<file path="config.mk">
export PLATFORM = sky130hd
export DESIGN_NAME = lw_sram
export DESIGN_NICKNAME = d
export VERILOG_FILES = /design/src/rtl/lw_sram_pkg.sv /design/src/rtl/lw_sram_ctrl.sv /design/src/rtl/lw_sram_array.sv /design/src/rtl/lw_sram_wbuf.sv /design/src/rtl/lw_sram.sv
export SDC_FILE = /design/constraint.sdc
export NUM_CORES = 2
export LEC_CHECK = 0
export ABC_AREA = 1
export CAP_MARGIN = 15
export CORE_UTILIZATION = 30
export CTS_CLUSTER_SIZE = 8
export DETAILED_ROUTE_END_ITERATION = 7
export PLACE_DENSITY = 0.48
export SLEW_MARGIN = 20
export SYNTH_ARGS = -nofsm -noshare
export SYNTH_HDL_FRONTEND = slang
export SYNTH_SLANG_ARGS = --single-unit
</file>
<file path="constraint.sdc">
create_clock -name clk -period 2 [get_ports clk]
set_input_delay 0.4 -clock clk [delete_from_list [all_inputs] [get_ports clk]]
set_output_delay 0.4 -clock clk [all_outputs]
set_load 0.01 [all_outputs]
</file>
<file path="src/rtl/lw_sram_pkg.sv">
// Shared types for the late-write SRAM.
// Assumes: the control register stage encodes each captured cycle as one op.
package lw_sram_pkg;

    // Kind of access captured at a clock edge.
    typedef enum logic [1:0] {
        OP_IDLE  = 2'd0,
        OP_READ  = 2'd1,
        OP_WRITE = 2'd2
    } op_e;

endpackage

</file>
<file path="src/rtl/lw_sram_ctrl.sv">
// Input capture stage: registers address, lane mask and the cycle kind.
// Assumes: select and sleep are sampled on the same edge as the address;
// lane enables are only meaningful when the global write enable is high.
module lw_sram_ctrl
    import lw_sram_pkg::*;
#(
    parameter int ADDR_W = 6,
    parameter int LANES  = 4
) (
    input  logic              clk,
    input  logic              rst_n,
    input  logic              cs_i,
    input  logic              we_i,
    input  logic [LANES-1:0]  lane_we_i,
    input  logic [ADDR_W-1:0] addr_i,
    input  logic              sleep_i,
    output op_e               op_q,
    output logic [ADDR_W-1:0] addr_q,
    output logic [LANES-1:0]  mask_q,
    output logic              sleep_q
);

    op_e op_d;

    // Decode the access kind from select, sleep and global write enable.
    always_comb begin
        if (!cs_i || sleep_i) begin
            op_d = OP_IDLE;
        end else if (we_i) begin
            op_d = OP_WRITE;
        end else begin
            op_d = OP_READ;
        end
    end

    // Register the captured cycle.
    always_ff @(posedge clk) begin
        if (!rst_n) begin
            op_q    <= OP_IDLE;
            addr_q  <= '0;
            mask_q  <= '0;
            sleep_q <= 1'b0;
        end else begin
            op_q    <= op_d;
            addr_q  <= addr_i;
            mask_q  <= we_i ? lane_we_i : '0;
            sleep_q <= sleep_i;
        end
    end

endmodule

</file>
<file path="src/rtl/lw_sram_array.sv">
// Storage array: one memory per byte lane, asynchronous read, lane-masked write.
// Assumes: at most one write per clock; contents are not reset.
module lw_sram_array #(
    parameter int ADDR_W = 6,
    parameter int LANES  = 4,
    parameter int LANE_W = 9
) (
    input  logic                    clk,
    input  logic                    wr_en,
    input  logic [ADDR_W-1:0]       wr_addr,
    input  logic [LANES-1:0]        wr_mask,
    input  logic [LANES*LANE_W-1:0] wr_data,
    input  logic [ADDR_W-1:0]       rd_addr,
    output logic [LANES*LANE_W-1:0] rd_data
);

    localparam int DEPTH = 1 << ADDR_W;

    for (genvar g = 0; g < LANES; g++) begin : g_lane
        logic [LANE_W-1:0] mem [DEPTH];

        // Write this lane when the commit enables it.
        always_ff @(posedge clk) begin
            if (wr_en && wr_mask[g]) begin
                mem[wr_addr] <= wr_data[g*LANE_W +: LANE_W];
            end
        end

        // Read this lane combinationally.
        assign rd_data[g*LANE_W +: LANE_W] = mem[rd_addr];
    end

endmodule

</file>
<file path="src/rtl/lw_sram_wbuf.sv">
// Posted write buffer with address match and lane-wise read forwarding.
// Assumes: a write op in the control stage is completed by wdata on the next
// edge; the array port is taken by a read only in a read op cycle.
module lw_sram_wbuf
    import lw_sram_pkg::*;
#(
    parameter int ADDR_W = 6,
    parameter int LANES  = 4,
    parameter int LANE_W = 9
) (
    input  logic                    clk,
    input  logic                    rst_n,
    input  op_e                     op,
    input  logic [ADDR_W-1:0]       addr,
    input  logic [LANES-1:0]        mask,
    input  logic                    sleep_q,
    input  logic [LANES*LANE_W-1:0] wdata_i,
    input  logic [LANES*LANE_W-1:0] arr_rdata,
    output logic                    commit_o,
    output logic [ADDR_W-1:0]       cm_addr_o,
    output logic [LANES-1:0]        cm_mask_o,
    output logic [LANES*LANE_W-1:0] cm_data_o,
    output logic                    buf_vld_o,
    output logic [LANES*LANE_W-1:0] rd_merged_o
);

    localparam int DATA_W = LANES * LANE_W;

    logic              buf_vld;
    logic [ADDR_W-1:0] buf_addr;
    logic [LANES-1:0]  buf_mask;
    logic [DATA_W-1:0] buf_data;
    logic              hit;

    // Drain the buffer whenever the array port is free and awake.
    assign commit_o  = buf_vld && (op != OP_READ) && !sleep_q;
    assign cm_addr_o = buf_addr;
    assign cm_mask_o = buf_mask;
    assign cm_data_o = buf_data;
    assign buf_vld_o = buf_vld;

    // Load a completed write or clear the entry after its commit.
    always_ff @(posedge clk) begin
        if (!rst_n) begin
            buf_vld  <= 1'b0;
            buf_addr <= '0;
            buf_mask <= '0;
            buf_data <= '0;
        end else if (op == OP_WRITE) begin
            buf_vld  <= 1'b1;
            buf_addr <= addr;
            buf_mask <= mask;
            buf_data <= wdata_i;
        end else if (commit_o) begin
            buf_vld  <= 1'b0;
        end
    end

    // Compare the read address with the buffered write.
    assign hit = buf_vld && (buf_addr == addr);

    for (genvar g = 0; g < LANES; g++) begin : g_fwd
        // Pick the buffered lane when it is enabled and the address hits.
        assign rd_merged_o[g*LANE_W +: LANE_W] = (hit && buf_mask[g])
            ? buf_data[g*LANE_W +: LANE_W]
            : arr_rdata[g*LANE_W +: LANE_W];
    end

endmodule

</file>
<file path="src/rtl/lw_sram.sv">
// Pipelined late-write synchronous SRAM top.
// Assumes: write data follows its address by one clock; read data is taken
// from the output register one clock after the address edge; the output
// enable acts without a clock.
module lw_sram
    import lw_sram_pkg::*;
#(
    parameter int ADDR_W = 6,
    parameter int LANES  = 4,
    parameter int LANE_W = 9
) (
    input  logic                    clk,
    input  logic                    rst_n,
    input  logic                    cs_i,
    input  logic                    we_i,
    input  logic [LANES-1:0]        lane_we_i,
    input  logic [ADDR_W-1:0]       addr_i,
    input  logic [LANES*LANE_W-1:0] wdata_i,
    input  logic                    sleep_i,
    input  logic                    oe_i,
    output logic [LANES*LANE_W-1:0] rdata_o,
    output logic                    drive_o
);

    localparam int DATA_W = LANES * LANE_W;

    op_e               op_q;
    logic [ADDR_W-1:0] addr_q;
    logic [LANES-1:0]  mask_q;
    logic              sleep_q;
    logic              commit;
    logic [ADDR_W-1:0] cm_addr;
    logic [LANES-1:0]  cm_mask;
    logic [DATA_W-1:0] cm_data;
    logic              buf_vld;
    logic [DATA_W-1:0] arr_rdata;
    logic [DATA_W-1:0] merged;
    logic [DATA_W-1:0] dout_q;

    lw_sram_ctrl #(
        .ADDR_W (ADDR_W),
        .LANES  (LANES)
    ) u_ctrl (
        .clk       (clk),
        .rst_n     (rst_n),
        .cs_i      (cs_i),
        .we_i      (we_i),
        .lane_we_i (lane_we_i),
        .addr_i    (addr_i),
        .sleep_i   (sleep_i),
        .op_q      (op_q),
        .addr_q    (addr_q),
        .mask_q    (mask_q),
        .sleep_q   (sleep_q)
    );

    lw_sram_wbuf #(
        .ADDR_W (ADDR_W),
        .LANES  (LANES),
        .LANE_W (LANE_W)
    ) u_wbuf (
        .clk         (clk),
        .rst_n       (rst_n),
        .op          (op_q),
        .addr        (addr_q),
        .mask        (mask_q),
        .sleep_q     (sleep_q),
        .wdata_i     (wdata_i),
        .arr_rdata   (arr_rdata),
        .commit_o    (commit),
        .cm_addr_o   (cm_addr),
        .cm_mask_o   (cm_mask),
        .cm_data_o   (cm_data),
        .buf_vld_o   (buf_vld),
        .rd_merged_o (merged)
    );

    lw_sram_array #(
        .ADDR_W (ADDR_W),
        .LANES  (LANES),
        .LANE_W (LANE_W)
    ) u_array (
        .clk     (clk),
        .wr_en   (commit),
        .wr_addr (cm_addr),
        .wr_mask (cm_mask),
        .wr_data (cm_data),
        .rd_addr (addr_q),
        .rd_data (arr_rdata)
    );

    // Load the output register with the merged word on read cycles only.
    always_ff @(posedge clk) begin
        if (!rst_n) begin
            dout_q <= '0;
        end else if (op_q == OP_READ) begin
            dout_q <= merged;
        end
    end

    // Gate the data outputs with the asynchronous output enable.
    assign rdata_o = oe_i ? dout_q : '0;
    assign drive_o = oe_i;

endmodule

</file>
==> impl_metrics.env <==
export IMPL_pwr_share_clk_pct=45.6
export IMPL_num_io_pins=89
export IMPL_cts_buffers_inserted=343
export IMPL_synth_fp_nets=8413
export IMPL_io_buffers=88
export IMPL_wl_per_cell_um=24.2
export IMPL_crit_path_start_kind="flop"
export IMPL_dr_first_iter_drc_count=6502
export IMPL_drive_gt1_share_pct=20.8
export IMPL_dr_pass1_iters=6
export IMPL_setup_ws_ns=-0.129
export IMPL_drc_errors=0
export IMPL_p_switching_mw=26.4
export IMPL_die_area_mm2=0.327
export IMPL_cp_end_kind="flop"
export IMPL_syn_inst=8361
export IMPL_worst_pin_slew_ns=1.10
export IMPL_power_density_mw_per_mm2=925
export IMPL_root_buffer="clkbuf_16"
export IMPL_netlist_top_cells_count="2536 x nand2_1, 2304 x edfxtp_1, 2266 x nand3_1"
export IMPL_placementRows=208
export IMPL_area_delta_synth_final_pct=28.4
export IMPL_maxCapViolations=0
export IMPL_synth_area_mm2=0.0975
export IMPL_path_clk_slew_ns=0.05
export IMPL_synth_seq_cells=2400
export IMPL_power_leakage_nw=46.2
export IMPL_p_comb_share_pct=6.8
export IMPL_crit_required_ns=2.76
export IMPL_htreeDepth=5
export IMPL_synth_seq_area_share_pct=72.9
export IMPL_slew_headroom_pct=26.8
export IMPL_synth_area_leaders="edfxtp_1 71%, nand3_1 12%, nand2_1 9.8%, dfxtp_1 2.0%, nor2_1 1.3%"
export IMPL_regToRegStartpoint="u_ctrl.addr_q[0]$_SDFF_PN0_"
export IMPL_design_area_mm2=0.125
export IMPL_clock_sinks=2400
export IMPL_hold_path_class="input pin to flop"
export IMPL_via_count=68600
export IMPL_postSynthAreaPerCell_um2=11.7
export IMPL_power_share_switching_pct=22.8
export IMPL_overflow=0
export IMPL_fin_worst_skew_ns=0.0644
export IMPL_ys_async_sr_fraction_pct=0
export IMPL_rsz0062_at_grt="yes"
export IMPL_grt_usage_pct=19.6
export IMPL_hold_slack_ns=0.0702
export IMPL_worstPathArrival_ns=2.89
export IMPL_synth_edf_count=2304
export IMPL_critical_path_class="flop to flop"
export IMPL_status="complete, but fails checks"
export IMPL_die_w_um=572
export IMPL_vias_per_cell=5.00
export IMPL_ctsLongestPathBuffers=4
export IMPL_yosysMostFrequentCell="nand2_1"
export IMPL_core_mm2=0.322
export IMPL_wl_um=333000
export IMPL_cts_tree="done"
export IMPL_grt_pass1_wl_um=472000
export IMPL_period_share_pct=106
export IMPL_yosysTopAreaCellShare_pct=70.9
export IMPL_final_hold_violation_count=0
export IMPL_nNetsFinal=9278
export IMPL_ys_warn_count=0
export IMPL_intPower_mw=89.5
export IMPL_holdCritStartpoint="lane_we_i[0]"
export IMPL_path_max_fanout=26
export IMPL_grt_pass1_vias=67000
export IMPL_start_util_pct=30.3
export IMPL_ant_nets=0
export IMPL_grt_max_degree=74
export IMPL_worstSkewPairLatency_ns=0.90
export IMPL_die_h_um=572
export IMPL_power_frac_seq_pct=47.5
export IMPL_violations="setup timing"
export IMPL_maxSlewViolCount=0
export IMPL_period_needed_ns=2.13
export IMPL_dpl_instance_area_mm2=0.110
export IMPL_startpoint="u_ctrl.addr_q[0]$_SDFF_PN0_"
export IMPL_peakVddDrop_mv=0.572
export IMPL_gp_congestion=0.867
export IMPL_finalSetupViolCount=40
export IMPL_dpl_worst_slack_ns=-0.379
export IMPL_antenna_found_initial=12
export IMPL_synth_top_area_cell="edfxtp_1"
export IMPL_ys_flop_type="edfxtp_1"
export IMPL_hpwl_um=209000
export IMPL_fmax_mhz=470
export IMPL_yosysUniqueCellTypes=20
export IMPL_fin_setup_tns_ns=-2.55
kinds of logic (layout without fill, tap and decap cells):
kind of cell,Yosys count,after routing,synth area share [%]
AOI/OAI and AO/OA,132,132,0.685
xor gates and xnor gates,1,1,0.00898
other,0,5,0
DFF,2400,2400,72.9
and+or+nand+nor,5164,5164,22.8
buffers and inverters,664,1716,3.58
registers in the layout, summed over array words and instances, names as in the netlist:
register            flops
u_ctrl.op_q             2
u_wbuf.buf_vld_o        1
u_ctrl.addr_q           6
u_wbuf.cm_mask_o        4
u_ctrl.sleep_q          1
dout_q                 36
u_wbuf.cm_data_o       36
u_wbuf.cm_addr_o        6
u_ctrl.mask_q           4
u_array.g_lane.mem   2304
worst max-delay path, stage by stage (launching register included):
cell,delay [ns]
dfxtp_4,0.42
buf_12,0.17
clkinv_16,0.12
buf_12,0.19
buf_12,0.17
nand2_1,0.07
nand3_1,0.08
nand3_1,0.11
nand3_1,0.18
nand3_1,0.17
nand3_1,0.11
nand3_1,0.11
a21oi_1,0.06
final timing paths:
path	to	slack, ns	depth (start not counted)
max reg2reg	dout_q[14]$_SDFFE_PN0P_	-0.13	12
min	u_ctrl.mask_q[0]$_SDFF_PN0_	0.07	3
max	dout_q[14]$_SDFFE_PN0P_	-0.13	12
min reg2reg	u_wbuf.buf_vld_o$_SDFFE_PN0P_	0.50	2
placed cells by master (no fill, tap or decap), drive strengths merged:
cell,count
a21oi,45
buf,988
bufbuf,8
clkbuf,536
clkdlybuf4s15,8
clkdlybuf4s50,50
clkinv,18
clkinvlp,1
dfxtp,96
diode,5
dlygate4sd3,1
edfxtp,2304
inv,106
nand2,2536
nand3,2266
nor2,344
nor3,18
o2111ai,1
o21ai,83
o22ai,3
xnor2,1
power groups by stage:
| stage | Sequential (mW) | Combinational [mW] | Clock [mW] |
|---|---|---|---|
| after floorplan | 56.2 | 3.35 | 0 |
| after global placement | 56.1 | 6.60 | 0 |
| after detailed placement | 56.1 | 6.62 | 0 |
| after CTS | 55.1 | 7.50 | 53.8 |
| after global routing | 55.1 | 8.42 | 55.8 |
| final | 55.1 | 7.89 | 52.9 |
routing by layer:
metal	vias up	GRT usage (%)	routed length, um
met5	-	0.309	23
met4	4	7.22	12200
met3	519	3.15	20800
met2	2318	32.4	159000
met1	34400	25.8	140000
li1	31300	-	-
stage by stage:
step	utilization [%]	std cells	total power, mW
after CTS	38.3	13700	116
after floorplan	-	8361	59.5
after global placement	34.2	13100	62.7
after global routing	38.9	13700	119
final	38.9	13700	116
after detailed placement	34.2	13100	62.7
what timing repair did:
action,CTS,global route
gates resized for setup,585,309
endpoints found under the setup margin,1403,850
buffers inserted,45,22
hold buffers,1,0
pin swaps,47,48
gates cloned,39,32
hold endpoints to repair,10,0
layout make-up:
| class | count | area, um2 |
|---|---|---|
| fill | 30800 | 197000 |
| sequential | 2400 | 71300 |
| multi-input combinational | 5297 | 25300 |
| timing repair buffer | 1079 | 13100 |
| clock buffer | 512 | 9280 |
| tap | 4305 | 5390 |
| inverter | 100 | 428 |
| clock inverter | 20 | 327 |
| timing repair inverter | 5 | 63.8 |
| antenna | 5 | 12.5 |
(Power assumes the default switching activity.)
